[src/rtl/rbm_pkg.sv]
package rbm_pkg;
   localparam int REGION_CNT  = 4;
   localparam int REGION_W    = 2;
   localparam int BANK_W      = 8;
   localparam int OFFSET_W    = 16;
   localparam int LOW_OFF_W   = 15;
   localparam int LOW_BANK_W  = 5;
   localparam int HIGH_BANK_W = 4;
   localparam int CHUNK_OFF_W = 20;

   typedef enum logic [1:0] {
      WIN_NONE = 2'd0,
      WIN_LOW  = 2'd1,
      WIN_HIGH = 2'd2
   } win_e;

   typedef struct packed {
      win_e                win;
      logic [REGION_W-1:0] region;
   } decode_t;
endpackage

[src/rtl/rbm_cfg_regs.sv]
module rbm_cfg_regs
   import rbm_pkg::*;
#(
   parameter int CHUNK_W    = 3,
   parameter int DATA_W     = 8,
   parameter int FOLLOW_BIT = 7
) (
   input  logic                                 clk,
   input  logic                                 rst_n,
   input  logic                                 we,
   input  logic [REGION_W-1:0]                  idx,
   input  logic [DATA_W-1:0]                    wdata,
   output logic [REGION_CNT-1:0][CHUNK_W-1:0]   chunk_o,
   output logic [REGION_CNT-1:0]                follow_o
);
   logic [REGION_CNT-1:0][CHUNK_W-1:0] chunk_q;
   logic [REGION_CNT-1:0]              follow_q;

   for (genvar n = 0; n < REGION_CNT; n++) begin : g_reg
      always_ff @(posedge clk or negedge rst_n) begin
         if (!rst_n) begin
            chunk_q[n]  <= CHUNK_W'(n);
            follow_q[n] <= 1'b0;
         end else if (we && idx == REGION_W'(n)) begin
            chunk_q[n]  <= wdata[CHUNK_W-1:0];
            follow_q[n] <= wdata[FOLLOW_BIT];
         end
      end
   end

   logic unused_wdata_bits;
   assign unused_wdata_bits = ^wdata;

   assign chunk_o  = chunk_q;
   assign follow_o = follow_q;

   AST_WRITE_TAKES: assert property (@(posedge clk) disable iff (!rst_n)
      we |=> (chunk_q[$past(idx)] == $past(wdata[CHUNK_W-1:0]))
             && (follow_q[$past(idx)] == $past(wdata[FOLLOW_BIT])));
   AST_IDLE_HOLDS: assert property (@(posedge clk) disable iff (!rst_n)
      !we |=> $stable(chunk_q) && $stable(follow_q));
endmodule

[src/rtl/rbm_window_decode.sv]
module rbm_window_decode
   import rbm_pkg::*;
(
   input  logic [BANK_W+OFFSET_W-1:0] addr,
   output decode_t                    dec_o
);
   logic [BANK_W-1:0] bank;
   logic              upper_half;

   assign bank       = addr[BANK_W+OFFSET_W-1:OFFSET_W];
   assign upper_half = addr[OFFSET_W-1];

   always_comb begin
      dec_o.win    = WIN_NONE;
      dec_o.region = '0;
      if (bank[7:6] == 2'b11) begin
         dec_o.win    = WIN_HIGH;
         dec_o.region = bank[5:4];
      end else if (!bank[6] && upper_half) begin
         dec_o.win    = WIN_LOW;
         dec_o.region = {bank[7], bank[5]};
      end
   end
endmodule

[src/rtl/rbm_addr_compose.sv]
module rbm_addr_compose
   import rbm_pkg::*;
#(
   parameter int CHUNK_W = 3,
   localparam int ROM_AW = CHUNK_W + CHUNK_OFF_W
) (
   input  logic [BANK_W+OFFSET_W-1:0]         addr,
   input  decode_t                            dec,
   input  logic [REGION_CNT-1:0][CHUNK_W-1:0] chunk,
   input  logic [REGION_CNT-1:0]              follow,
   output logic                               hit_o,
   output logic [ROM_AW-1:0]                  rom_addr_o
);
   logic [REGION_CNT-1:0][CHUNK_W-1:0] low_chunk;

   for (genvar n = 0; n < REGION_CNT; n++) begin : g_low
      assign low_chunk[n] = follow[n] ? chunk[n] : CHUNK_W'(n);
   end

   always_comb begin
      hit_o      = 1'b0;
      rom_addr_o = '0;
      unique case (dec.win)
         WIN_HIGH: begin
            hit_o      = 1'b1;
            rom_addr_o = {chunk[dec.region],
                          addr[OFFSET_W+HIGH_BANK_W-1:OFFSET_W],
                          addr[OFFSET_W-1:0]};
         end
         WIN_LOW: begin
            hit_o      = 1'b1;
            rom_addr_o = {low_chunk[dec.region],
                          addr[OFFSET_W+LOW_BANK_W-1:OFFSET_W],
                          addr[LOW_OFF_W-1:0]};
         end
         default: begin
            hit_o      = 1'b0;
            rom_addr_o = '0;
         end
      endcase
   end
endmodule

[src/rtl/rom_bank_mapper.sv]
module rom_bank_mapper
   import rbm_pkg::*;
#(
   parameter int CHUNK_W    = 3,
   parameter int DATA_W     = 8,
   parameter int FOLLOW_BIT = 7,
   localparam int ADDR_W    = BANK_W + OFFSET_W,
   localparam int ROM_AW    = CHUNK_W + CHUNK_OFF_W
) (
   input  logic                clk,
   input  logic                rst_n,
   input  logic                reg_we,
   input  logic [REGION_W-1:0] reg_idx,
   input  logic [DATA_W-1:0]   reg_wdata,
   input  logic [ADDR_W-1:0]   cpu_addr,
   output logic                rom_sel,
   output logic [ROM_AW-1:0]   rom_addr
);
   if (CHUNK_W < REGION_W || CHUNK_W > 7) begin : g_bad_chunk_w
      $error("rom_bank_mapper: CHUNK_W must lie in %0d..7", REGION_W);
   end
   if (FOLLOW_BIT < CHUNK_W || FOLLOW_BIT >= DATA_W) begin : g_bad_follow_bit
      $error("rom_bank_mapper: FOLLOW_BIT must sit above the chunk field inside DATA_W");
   end

   logic [REGION_CNT-1:0][CHUNK_W-1:0] cfg_chunk;
   logic [REGION_CNT-1:0]              cfg_follow;
   decode_t                            dec;

   rbm_cfg_regs #(
      .CHUNK_W   (CHUNK_W),
      .DATA_W    (DATA_W),
      .FOLLOW_BIT(FOLLOW_BIT)
   ) i_regs (
      .clk     (clk),
      .rst_n   (rst_n),
      .we      (reg_we),
      .idx     (reg_idx),
      .wdata   (reg_wdata),
      .chunk_o (cfg_chunk),
      .follow_o(cfg_follow)
   );

   rbm_window_decode i_decode (
      .addr (cpu_addr),
      .dec_o(dec)
   );

   rbm_addr_compose #(
      .CHUNK_W(CHUNK_W)
   ) i_compose (
      .addr      (cpu_addr),
      .dec       (dec),
      .chunk     (cfg_chunk),
      .follow    (cfg_follow),
      .hit_o     (rom_sel),
      .rom_addr_o(rom_addr)
   );

   AST_GAP_NO_HIT: assert property (@(posedge clk) disable iff (!rst_n)
      (cpu_addr[23:22] == 2'b01 || (!cpu_addr[22] && !cpu_addr[15])) |-> !rom_sel);
   AST_HIGH_CHUNK: assert property (@(posedge clk) disable iff (!rst_n)
      (cpu_addr[23:22] == 2'b11) |->
         rom_sel && rom_addr[ROM_AW-1:CHUNK_OFF_W] == cfg_chunk[cpu_addr[21:20]]);
   AST_LOW_DEFAULT: assert property (@(posedge clk) disable iff (!rst_n)
      (!cpu_addr[22] && cpu_addr[15] && !cfg_follow[{cpu_addr[23], cpu_addr[21]}]) |->
         rom_sel && rom_addr[ROM_AW-1:CHUNK_OFF_W] == CHUNK_W'({cpu_addr[23], cpu_addr[21]}));
   AST_LOW_FOLLOW: assert property (@(posedge clk) disable iff (!rst_n)
      (!cpu_addr[22] && cpu_addr[15] && cfg_follow[{cpu_addr[23], cpu_addr[21]}]) |->
         rom_sel && rom_addr[ROM_AW-1:CHUNK_OFF_W] == cfg_chunk[{cpu_addr[23], cpu_addr[21]}]);
endmodule

[config.mk]
export PLATFORM = sky130hd
export DESIGN_NAME = rom_bank_mapper
export DESIGN_NICKNAME = d
export VERILOG_FILES = /design/src/rtl/rbm_pkg.sv /design/src/rtl/rbm_cfg_regs.sv /design/src/rtl/rbm_window_decode.sv /design/src/rtl/rbm_addr_compose.sv /design/src/rtl/rom_bank_mapper.sv
export SDC_FILE = /design/constraint.sdc
export NUM_CORES = 1
export LEC_CHECK = 0
export ABC_AREA = 1
export BUFFER_PORTS_ARGS = -buffer_cell sky130_fd_sc_hd__buf_4
export CAP_MARGIN = 20
export CORE_ASPECT_RATIO = 1.25
export CORE_MARGIN = 5
export CORE_UTILIZATION = 40
export DETAILED_ROUTE_END_ITERATION = 10
export PLACE_DENSITY = 0.8
export SYNTH_ARGS = -nofsm -noshare
export SYNTH_HDL_FRONTEND = slang
export SYNTH_SLANG_ARGS = --single-unit
[constraint.sdc]
create_clock -name clk -period 0.94 [get_ports clk]
set_clock_uncertainty 0.05 [all_clocks]
set_input_delay 0.047 -clock clk [delete_from_list [all_inputs] [get_ports clk]]
set_output_delay 0.047 -clock clk [all_outputs]
set_load 0.05 [all_outputs]
## Word level (Yosys, flattened, before mapping)

Cells that the tools add are included.

| storage, ports and cells | value |
|---|---|
| flip-flop bits (word level) | 16 |
| input bits | 37 |
| output and inout bits | 24 |

| cells by class | value |
|---|---|
| $lt $le $gt $ge | 1 |
| equality and inequality tests | 6 |
| mux-type cells | 12 |
| reductions and logical operators | 8 |

Operator list:

| operator | number |
|---|---|
| case mux 23 bit (2 select lines) | 1 |
| 2-to-1 mux 3 bit | 7 |
| binary-select mux 3 bit (select 2 bit) | 2 |
| equality test 2 bit (second input constant) | 4 |
| logical AND 1 bit | 5 |
| equality test 2 x 1 -> 1 bit (second input constant) | 2 |
| 2-to-1 mux 4 bit | 1 |
| < comparator 2 x 3 -> 1 bit (second input constant) | 1 |
| logical NOT 2 bit | 1 |
| OR reduction 2 bit | 1 |
| logical NOT 1 bit | 1 |
| 2-to-1 mux 1 bit | 1 |

## Longest topological paths before layout

Gate-level depths: netlist (run 1).

| depth | value |
|---|---|
| depth after elaboration | 7 |
| depth in mapped cells | 8 |
| depth with buffers taken out | 8 |

## Hierarchy

A second synthesis (run 1) with hierarchy kept.

| unflattened totals | value |
|---|---|
| cells, all modules | 194 |
| area, all modules | 1,226.2 sq um |

Modules (own cells, without submodules):

| module | times used | cells an instance | area each (sq um) |
|---|---|---|---|
| rbm_cfg_regs | 1 | 75 | 693.2 |
| rbm_addr_compose | 1 | 108 | 486.7 |
| rbm_window_decode | 1 | 11 | 46.3 |

## Worst setup path before layout (run 1)

OpenSTA, ideal clock, no wires.

| timing path | value |
|---|---|
| path type | flip-flop to output port |
| from | register i_regs.chunk_q (netlist bit i_regs.chunk_o[3]) |
| to | output rom_addr[20] |
| arrival time | 1.430 ns |
| path slack | -0.587 ns |
| stages on the path, launching flop included | 7 |
| path through | dfstp_2 inv_1 nand2_1 nand3_1 nand3_1 nand2_1 nor2_1 |

| between the ends | value |
|---|---|
| word-level cells in the longest chain between the ends | 4 |
| elaborated cells on any way between the ends | 6 |

RTL lines:

| item | RTL line | text |
|---|---|---|
| start, declared | rbm_cfg_regs.sv:16 | `logic [REGION_CNT-1:0][CHUNK_W-1:0] chunk_q;` |
| start signal, assigned by index | rbm_cfg_regs.sv:22 | `chunk_q[n] <= CHUNK_W'(n);` |
| start signal, assigned by index | rbm_cfg_regs.sv:25 | `chunk_q[n] <= wdata[CHUNK_W-1:0];` |
| 2-to-1 mux 3 bit | rbm_addr_compose.sv:17 | `assign low_chunk[n] = follow[n] ? chunk[n] : CHUNK_W'(n);` |
| binary-select mux 3 bit (select 2 bit) | rbm_addr_compose.sv:32 | `rom_addr_o = {low_chunk[dec.region],` |
| 2-to-1 mux 3 bit (not written as such) | rbm_addr_compose.sv:32 |  |
| case mux 23 bit (2 select lines) (*) | rbm_addr_compose.sv:23 | `unique case (dec.win)` |
| end, declared | rom_bank_mapper.sv:17 | `output logic [ROM_AW-1:0] rom_addr` |

Mark *: on every way between the ends. The rest lies on a longest branch, timed or not. The select of a mux whose other input is x is not followed.

## Worst setup path after layout (run 1)

Ends and elaborated chain as after synthesis.

==> results.cfg, run 1 <==
[grt]
global_route_usage_over_all_layers = 0.1956
grt_remaining_overflow = 0
grt_use_met3 = 0.03166
grt_max_degree = 17
grt_util_met1 = 0.2037
grt_most_used_layer = met2
use_met2 = 0.3986
antenna_found_initial = 0
first_global_vias = 1340
global_route_wire_length_before_repair_mm = 6.065

[clock_network]
worst_skew_pair.late_latency_ns = 0.28
clk_transition_reported_paths_ns = 0.09
cts_root_buf = sky130_fd_sc_hd__clkbuf_4
cts_tree = yes
clock-sinks = 16
cts_inserted_buffers = 3
clk_path_buf_depth = 2
htree_num_levels = 1

[yosys]
ranking_of_synthesized_cells_by_area = sky130_fd_sc_hd__dfrtp_1 (27%), sky130_fd_sc_hd__inv_1 (11%), sky130_fd_sc_hd__nand2_1 (9.8%)
synth.avg_cell_area_sq_um = 6.851
synthArstFlopShare = 1.000
flip_flop_and_latch_count_after_synthesis = 16
synth-edff-count = 0
post_synth_inst_count = 162
synth_ff_type = sky130_fd_sc_hd__dfrtp_1
post_synth_net_total = 199
synth_most_common_cell = sky130_fd_sc_hd__inv_1
synth.yosys.seq_area_share = 0.3653
syn_area_sq_um = 1110
post_synth_num_cell_types = 20
synth.cells.most_frequent = sky130_fd_sc_hd__inv_1 (32), sky130_fd_sc_hd__nand2_1 (29), sky130_fd_sc_hd__nor2_1 (23), sky130_fd_sc_hd__o21ai_0 (20), sky130_fd_sc_hd__nand3_1 (16)
yosysTopAreaCell = sky130_fd_sc_hd__dfrtp_1
synth_warnings = 0
synth_top_area_share = 0.2706

[final_layout]
num-nets-final = 280
finalInstanceArea_sq_um = 2136
antenna_cells = 0
final_layout_size_suffix_gt1_frac = 0.5579
syn2layout_area_growth_pct = 92.45

[hold_path]
hold_start = reg_wdata[1]
holdPathEnd = i_regs.chunk_o[10]
holdCritPathClass = in -> reg
hold_depth = 3

[floorplan]
fp.dieH_um = 68.89
fp.coreArea_sq_um = 2680
die_area_sq_um = 3934
io-pin-count = 61
floorplan.rows = 21
die_width_um = 57.11
floorplan.initialDensity = 0.4141

[sta]
timing_hold_violations_final = 0
maxSlewHeadroom = 0.8067
timing.final.ws_setup_ns = -0.5757
final.period_utilization = 1.612
max_clock_freq_ghz = 0.6598
timing.setup.tns_ns = -4.152
final.min_clock_period_ns = 1.516
rsz_0062_raised_after_global_routing = true
tightestPinTransition_ns = 0.2891
finalSetupViolations = 19
timing_max_transition_violations_final = 0

[job]
maxCapViolations = 0

[worst_setup_path]
cell_depth_of_the_worst_flop_to_flop_path = 3
critical_path.endpoint_type = primary output
critical_path_launch_point_type = flip-flop
critical_path.reg2reg.startpoint = i_regs.chunk_o[3]
setup.worst_path.class = reg -> out
regToRegSetupSlack_ns = 0.06
timing.critical_path.arrival_ns = 1.42
critical_path.reg2reg.endpoint = i_regs.chunk_o[3]
cp_max_fo = 2
worstPathRequired_ns = 0.84

[outcome]
outcome = complete, but fails checks
violated_checks = negative setup slack

[power_and_ir_drop]
p_leak_uw = 0.001089
ir_drop_mv = 0.9854
p_total_uw = 2623
power_per_cell_area_nw_per_um2 = 1228

[route]
vias_per_cell = 4.826
wl_per_cell_um = 13.75
drt_iter0_markers = 25
num_vias = 1332
wl_mm = 3.795
antenna_violating_nets_post_route = 0
detailedRoute.firstPassIterationCount = 4
drc = 0

[placed_design]
dp_hpwl_mm = 2.519
placement.cell_area_sq_um = 1797
io_buffers = 56
place_congestion = 0.8514
-- layer usage --
metal,vias up,part of all wire
met2,49,0.53
met4,0,0.013
li1,663,-
met3,6,0.070
met5,-,0
met1,614,0.39
-- through the flow --
stage | worst slack, ns | instances | util | hold slack [ns]
floorplan | -0.2369 | 162 | - | -0.2986
CTS | -0.5448 | 273 | 0.7708 | 0.02084
detailed placement | -0.2936 | 262 | 0.6704 | -0.1387
finish | -0.5757 | 276 | 0.7969 | 0.01526
global placement | -0.2614 | 262 | 0.6704 | -0.1366
global route | -0.6666 | 276 | 0.7969 | 0.03936
-- cells in the final DEF (no fill, tap or decap) --
master / n
sky130_fd_sc_hd__o22ai_2: 4
sky130_fd_sc_hd__nor2_4: 19
sky130_fd_sc_hd__o21ai_1: 2
sky130_fd_sc_hd__nand2_2: 4
sky130_fd_sc_hd__o21ai_2: 1
sky130_fd_sc_hd__a21boi_2: 4
sky130_fd_sc_hd__nand2_4: 2
sky130_fd_sc_hd__dlygate4sd3_1: 1
sky130_fd_sc_hd__o21bai_1: 2
sky130_fd_sc_hd__nand2_1: 27
sky130_fd_sc_hd__clkbuf_4: 3
sky130_fd_sc_hd__nor2_2: 2
sky130_fd_sc_hd__nor2_1: 4
sky130_fd_sc_hd__a21boi_0: 1
sky130_fd_sc_hd__inv_2: 4
sky130_fd_sc_hd__nand3_2: 3
sky130_fd_sc_hd__buf_4: 51
sky130_fd_sc_hd__nand3_1: 13
sky130_fd_sc_hd__o21ai_0: 17
sky130_fd_sc_hd__nand2_8: 2
sky130_fd_sc_hd__buf_8: 5
sky130_fd_sc_hd__buf_6: 17
sky130_fd_sc_hd__dfstp_2: 4
sky130_fd_sc_hd__clkbuf_8: 1
sky130_fd_sc_hd__a21oi_2: 1
sky130_fd_sc_hd__clkinv_8: 1
sky130_fd_sc_hd__clkinvlp_4: 1
sky130_fd_sc_hd__dfrtp_1: 12
sky130_fd_sc_hd__buf_12: 4
sky130_fd_sc_hd__inv_4: 2
sky130_fd_sc_hd__inv_1: 28
-- layout make-up --
class,instances,area (sq um)
clock buffers,4,36.28
fillers,177,544.3
inverters,36,156.4
multi-input cells,108,755.7
flip-flops and latches,16,405.4
well taps,34,42.54
repair buffers,78,739.5
-- kinds of logic (layout without fill, tap and decap cells) --
logic type,Yosys count,count (layout),share of synthesized area
AND/OR/NAND/NOR,76,76,0.3157
flip-flops,16,16,0.3653
buffers and inverters,38,118,0.1409
AO/OA/AOI/OAI,32,32,0.1781
-- power breakdown --
part           internal (uW)  switching (uW)
Sequential               817            71.2
Combinational            567             727
Clock                    236             205
-- repair_timing --
item	in CTS	in global routing
pin swaps	6	8
resized for setup	41	16
setup endpoints to repair	24	24
setup buffers	5	4
cloned	1	0
hold endpoints to repair	16	0
hold buffers	1	0
-- worst max path at each step --
stage	from	endpoint	slack, ns	cells after the start
final	i_regs.chunk_o[3]	rom_addr[20]	-0.58	7
after global routing	i_regs.chunk_o[3]	rom_addr[20]	-0.67	7
after CTS	i_regs.chunk_o[3]	rom_addr[20]	-0.54	7
after global placement	i_regs.follow_o[0]	rom_addr[21]	-0.26	7
after detailed placement	i_regs.follow_o[0]	rom_addr[21]	-0.29	7
after floorplan	i_regs.chunk_o[3]	rom_addr[20]	-0.24	6
-- sequential cells by signal (all words and copies together) (netlist names) --
| signal | count |
|---|---|
| i_regs.chunk_o | 12 |
| i_regs.follow_o | 4 |
-- critical path, stage by stage (launching register included) --
cell and delay, ns:
sky130_fd_sc_hd__dfstp_2 0.54, sky130_fd_sc_hd__inv_2 0.04, sky130_fd_sc_hd__nand3_2 0.06, sky130_fd_sc_hd__nor2_1 0.05, sky130_fd_sc_hd__nor2_1 0.14, sky130_fd_sc_hd__nor2_2 0.08
sky130_fd_sc_hd__nor2_4 0.09, sky130_fd_sc_hd__buf_8 0.15
No activity file was read; power rests on OpenSTA's default activity.
==> run 2: changes to the inputs <==
--- a/config.mk
+++ b/config.mk
@@ -6,13 +6,14 @@
 export NUM_CORES = 1
 export LEC_CHECK = 0
 export ABC_AREA = 1
-export BUFFER_PORTS_ARGS = -buffer_cell sky130_fd_sc_hd__buf_4
+export BUFFER_PORTS_ARGS = -buffer_cell sky130_fd_sc_hd__buf_2
 export CAP_MARGIN = 20
 export CORE_ASPECT_RATIO = 1.25
 export CORE_MARGIN = 5
-export CORE_UTILIZATION = 40
+export CORE_UTILIZATION = 41
 export DETAILED_ROUTE_END_ITERATION = 10
 export PLACE_DENSITY = 0.8
 export SYNTH_ARGS = -nofsm -noshare
 export SYNTH_HDL_FRONTEND = slang
+export SYNTH_HIERARCHICAL = 1
 export SYNTH_SLANG_ARGS = --single-unit
==> results.cfg, run 2 <==
[sta]
timing.final.ws_setup_ns = -0.5056
rsz_0062_raised_after_global_routing = true
timing.setup.tns_ns = -9.938
worst_hold_slack_ns = 0.03268
maxSlewHeadroom = 0.7701
final.min_clock_period_ns = 1.446
final.period_utilization = 1.538
max_clock_freq_ghz = 0.6918
timing_max_transition_violations_final = 0
finalSetupViolations = 24
timing_hold_violations_final = 0
tightestPinTransition_ns = 0.3449

[yosys]
synth.cells.most_frequent = sky130_fd_sc_hd__nand2_1 (66), sky130_fd_sc_hd__inv_1 (34), sky130_fd_sc_hd__nor2_1 (25), sky130_fd_sc_hd__nand3_1 (13)
synth.avg_cell_area_sq_um = 6.320
flip_flop_and_latch_count_after_synthesis = 16
post_synth_inst_count = 194
synth_ff_type = sky130_fd_sc_hd__dfrtp_1
ranking_of_synthesized_cells_by_area = sky130_fd_sc_hd__dfrtp_1 (24%), sky130_fd_sc_hd__nand2_1 (20%), sky130_fd_sc_hd__inv_1 (10%)
synth_warnings = 6
yosysTopAreaCell = sky130_fd_sc_hd__dfrtp_1
syn_area_sq_um = 1226
synth_top_area_share = 0.2449
post_synth_net_total = 233
synthArstFlopShare = 1.000
post_synth_num_cell_types = 20
synth-edff-count = 0
synth.yosys.seq_area_share = 0.3306
synth_most_common_cell = sky130_fd_sc_hd__nand2_1

[worst_setup_path]
setup.worst_path.class = in -> out
cpLargestDelayFamily = buffers and inverters
timing.critical_path.arrival_ns = 1.35
critical_path.endpoint_type = primary output
critical_path.max_stage_delay_ns = 0.26
critical_path_launch_point_type = input port
cp_max_fo = 3
timing.critical_path.buf_inv = 6
critical_path.slowest_cell = sky130_fd_sc_hd__ha_4
worstPathRequired_ns = 0.84
path_cells = buf_8 -> nor2_4 -> inv_2 -> ha_4 -> clkinvlp_4 -> o21ai_4 -> buf_6 -> inv_2 -> nand3_2 -> nor2_4 -> buf_8

[route]
num_vias = 1559
antenna_violating_nets_post_route = 0
wl_per_cell_um = 15.08
detailedRoute.firstPassIterationCount = 4
vias_per_cell = 4.997
wl_mm = 4.706
drc = 0
drt_iter0_markers = 60

[grt]
first_global_vias = 1470
grt_use_met3 = 0.03285
use_met2 = 0.3415
grt_remaining_overflow = 0
global_route_wire_length_before_repair_mm = 6.327
grt_most_used_layer = met2
antenna_found_initial = 0
global_route_usage_over_all_layers = 0.1877
grt_max_degree = 21
grt_util_met1 = 0.2186

[placed_design]
io_buffers = 56
dp_hpwl_mm = 2.718
place_congestion = 0.8246
placement.cell_area_sq_um = 1775

[power_and_ir_drop]
part_of_the_power_in_registers = 0.356
power_per_cell_area_nw_per_um2 = 1097
p_leak_uw = 0.001154
ir_drop_mv = 0.9962
p_total_uw = 2513
power.net_switching_uw = 954.4
power.share.clock = 0.175
share_comb_of_total_power = 0.469
p_int_uw = 1559
net_switching_share_of_the_total_power = 0.3797

[floorplan]
die_area_sq_um = 4191
fp.coreArea_sq_um = 2918
fp.dieH_um = 71.14
die_width_um = 58.92
floorplan.rows = 22
io-pin-count = 61
floorplan.initialDensity = 0.4202

[clock_network]
htree_num_levels = 1
cts_root_buf = sky130_fd_sc_hd__clkbuf_4
worst_skew_pair.late_latency_ns = 0.28
cts_tree = yes
clk_transition_reported_paths_ns = 0.09
cts_inserted_buffers = 3
clk_path_buf_depth = 2
clock-sinks = 16

[outcome]
violated_checks = negative setup slack
outcome = complete, but fails checks

[final_layout]
syn2layout_area_growth_pct = 86.84
multi_input_area_sq_um = 890.9
layout.filler_cells = 187
ff_latch_area_sq_um = 405.4
layout.cells.most_common_list = sky130_fd_sc_hd__nand2_1 (58), sky130_fd_sc_hd__buf_2 (29), sky130_fd_sc_hd__inv_1 (28)
finalInstanceArea_sq_um = 2291
layout_commonest_cell = sky130_fd_sc_hd__nand2_1
number_of_flip_flops_in_the_largest_register = 12
final_core_util = 0.7852
num-nets-final = 316
final_layout_size_suffix_gt1_frac = 0.5254
antenna_cells = 0

[hold_path]
holdCritPathClass = in -> reg

[job]
maxCapViolations = 0
-- run 2: worst paths after layout --
path	end	slack [ns]	startpoint	cells past startpoint
worst max-delay path	rom_addr[22]	-0.51	cpu_addr[22]	11
worst min-delay path	i_regs/chunk_o[10]	0.03	reg_idx[1]	3
max in group asynchronous	i_regs/chunk_o[7]	0.39	rst_n	2
worst min register to register	i_regs/chunk_o[3]	0.42	i_regs/chunk_o[3]	2
min in group asynchronous	i_regs/chunk_o[2]	0.15	rst_n	2
worst max register to register	i_regs/follow_o[0]	0.01	i_regs/follow_o[0]	4
-- run 2: through the flow --
| step | cells | setup WS (ns) |
|---|---|---|
| final | 312 | -0.5056 |
| after global placement | 295 | -0.4898 |
| after CTS | 308 | -0.5078 |
| after detailed placement | 295 | -0.5113 |
| after floorplan | 194 | -0.4836 |
| after global routing | 312 | -0.5680 |
-- run 2: what timing repair did --
| action | CTS | global route |
|---|---|---|
| resized for setup | 61 | 48 |
| cloned | 1 | 0 |
| setup endpoints to repair | 24 | 24 |
| setup buffers | 3 | 5 |
| pin swaps | 19 | 12 |
| hold endpoints to repair | 25 | 0 |
| hold buffers | 5 | 0 |
-- run 2: worst min-delay path: stages --
cell and delay (ns):
sky130_fd_sc_hd__buf_2 0.17, sky130_fd_sc_hd__nand4_1 0.09, sky130_fd_sc_hd__nand2_1 0.05
-- run 2: logic make-up after synthesis --
family	count (synthesis)	share of synthesized area
buf+inv	43	0.1602
flops	16	0.3306
compound gates	11	0.05408
fa+ha+maj	2	0.02040
simple gates	122	0.4347
-- run 2: metal layers --
metal  share of wire  vias to the layer above
met4           0.022                        0
li1                -                      763
met5               0                        -
met2            0.51                       76
met3           0.084                       10
met1            0.39                      710
-- run 2: area by class of cell --
| class | instances | area share |
|---|---|---|
| Inverter | 36 | 0.06499 |
| Multi-Input combinational cell | 135 | 0.3889 |
| Timing Repair Buffer | 85 | 0.3337 |
| Sequential cell | 16 | 0.1770 |
| Tap cell | 36 | 0.01966 |
| Clock buffer | 4 | 0.01584 |
-- run 2: power groups by stage --
stage          registers [uW]  clock network (uW)  logic [uW]
4_1_cts                   889                 454        1030
3_3_place_gp              898                   0         874
6_report                  896                 440        1180
2_1_floorplan             878                   0         603
5_1_grt                   906                 488        1270
3_5_place_dp              898                   0         891
==> run 3: changes to the inputs <==
--- a/config.mk
+++ b/config.mk
@@ -6,7 +6,7 @@
 export NUM_CORES = 1
 export LEC_CHECK = 0
 export ABC_AREA = 1
-export BUFFER_PORTS_ARGS = -buffer_cell sky130_fd_sc_hd__buf_2
+export BUFFER_PORTS_ARGS = -buffer_cell sky130_fd_sc_hd__buf_4
 export CAP_MARGIN = 20
 export CORE_ASPECT_RATIO = 1.25
 export CORE_MARGIN = 5
==> results.cfg, run 3 (same netlist as run 2, synthesis figures left out) <==
[route]
antenna_violating_nets_post_route = 0
drt_iter0_markers = 96
wl_per_cell_um = 13.59
wl_mm = 4.239
vias_per_cell = 4.833
detailedRoute.firstPassIterationCount = 4
drc = 0
num_vias = 1508

[grt]
antenna_found_initial = 0
grt_max_degree = 21
first_global_vias = 1417
grt_remaining_overflow = 0
global_route_usage_over_all_layers = 0.1796
global_route_wire_length_before_repair_mm = 6.016

[floorplan]
floorplan.rows = 22
fp.dieH_um = 71.14
die_area_sq_um = 4191
floorplan.initialDensity = 0.4202
io-pin-count = 61
fp.coreArea_sq_um = 2918
die_width_um = 58.92

[sta]
final.period_utilization = 1.595
maxSlewHeadroom = 0.8466
rsz_0062_raised_after_global_routing = true
tightestPinTransition_ns = 0.2292
finalSetupViolations = 24
max_clock_freq_ghz = 0.6669
timing_max_transition_violations_final = 0
timing.final.ws_setup_ns = -0.5594
timing_hold_violations_final = 0
final.min_clock_period_ns = 1.499

[power_and_ir_drop]
part_of_the_power_in_registers = 0.359
power.share.clock = 0.178
power_per_cell_area_nw_per_um2 = 1072
ir_drop_mv = 1.231
p_leak_uw = 0.001180
net_switching_share_of_the_total_power = 0.3699
power.net_switching_uw = 924.0
share_comb_of_total_power = 0.463
p_int_uw = 1574

[final_layout]
layout_commonest_cell = sky130_fd_sc_hd__nand2_1
final_core_util = 0.7985
layout.cells.most_common_list = sky130_fd_sc_hd__nand2_1 (62), sky130_fd_sc_hd__buf_4 (45), sky130_fd_sc_hd__inv_1 (28)
syn2layout_area_growth_pct = 90.00
layout.filler_cells = 188
final_layout_size_suffix_gt1_frac = 0.4855
antenna_cells = 0
ff_latch_area_sq_um = 405.4
post_layout_nonfiller_instances = 312
number_of_flip_flops_in_the_largest_register = 12
multi_input_area_sq_um = 867.1
num-nets-final = 316

[placed_design]
place_congestion = 0.8372
io_buffers = 56
dp_slack_ns = -0.4573
dp_hpwl_mm = 2.770
numPlacedInstances = 296

[worst_setup_path]
worstPathRequired_ns = 0.84
critical_path.endpoint_type = primary output
critical_path_launch_point_type = flip-flop
setup.worst_path.class = reg -> out
timing.critical_path.arrival_ns = 1.40
cp_max_fo = 2
regToRegSetupSlack_ns = 0.11

[hold_path]
holdCritPathClass = in -> reg

[clock_network]
cts_root_buf = sky130_fd_sc_hd__clkbuf_4
cts_tree = yes
cts_inserted_buffers = 3
clk_path_buf_depth = 2
clock-sinks = 16
htree_num_levels = 1
clk_transition_reported_paths_ns = 0.09
worst_skew_pair.late_latency_ns = 0.28

[outcome]
violated_checks = negative setup slack
outcome = complete, but fails checks

[job]
maxCapViolations = 0
==> run 3: through the flow <==
| stage | TNS, ns | total power (uW) | cell area [sq um] | hold WS, ns |
|---|---|---|---|---|
| global route | -9.797 | 2669 | 2330 | 0.02472 |
| detailed placement | -9.960 | 1878 | 1923 | -0.1334 |
| floorplan | -10.42 | 1481 | 1388 | -0.2986 |
| global placement | -9.394 | 1859 | 1923 | -0.1374 |
| finish | -8.355 | 2498 | 2330 | 0.01960 |
| CTS | -9.535 | 2402 | 2098 | 0.007630 |
==> run 3: path summary, 6_finish.rpt <==
| check | from | to | cells after the start |
|---|---|---|---|
| max | i_regs/chunk_o[9] | rom_addr[20] | 5 |
| min | reg_idx[0] | i_regs/chunk_o[10] | 3 |
| max reg2reg | i_regs/chunk_o[3] | i_regs/chunk_o[3] | 3 |
| min reg2reg | i_regs/chunk_o[7] | i_regs/chunk_o[7] | 2 |
| max in group asynchronous | rst_n | i_regs/chunk_o[9] | 2 |
| min in group asynchronous | rst_n | i_regs/follow_o[1] | 2 |
==> run 3: layout make-up <==
cell class,count,area share
clock buffer,4,0.01557
inverter,36,0.06284
multi-input combinational,135,0.3722
sequential,16,0.1740
tap,36,0.01933
timing repair buffer,85,0.3561
==> run 3: power groups by stage <==
stage | sequential [uW] | clock [uW] | combinational, uW
floorplan | 878 | 0 | 603
global placement | 901 | 0 | 958
detailed placement | 907 | 0 | 971
CTS | 895 | 463 | 1040
global route | 912 | 492 | 1260
finish | 897 | 444 | 1160
==> run 3: routing by layer <==
| layer | up-vias | part of all wire | GRT usage |
|---|---|---|---|
| li1 | 762 | - | - |
| met5 | - | 0 | 0 |
| met3 | 6 | 0.10 | 0.03832 |
| met4 | 0 | 0.0054 | 0.04534 |
| met1 | 667 | 0.38 | 0.1948 |
| met2 | 73 | 0.51 | 0.3403 |
==> run 3: repair_timing <==
item,4_1_cts,5_1_grt
buffers inserted,1,2
setup endpoints to repair,24,24
hold buffers,9,0
pin swaps,4,23
gates cloned,0,1
gates resized for setup,12,53
endpoints found under the hold margin,29,0
==> run 3: critical path, stage by stage (launching register included) <==
cell	delay (ns)
sky130_fd_sc_hd__dfstp_2	0.55
sky130_fd_sc_hd__nor2_2	0.04
sky130_fd_sc_hd__nand2_1	0.09
sky130_fd_sc_hd__nand3_2	0.13
sky130_fd_sc_hd__a21oi_4	0.14
sky130_fd_sc_hd__buf_6	0.17
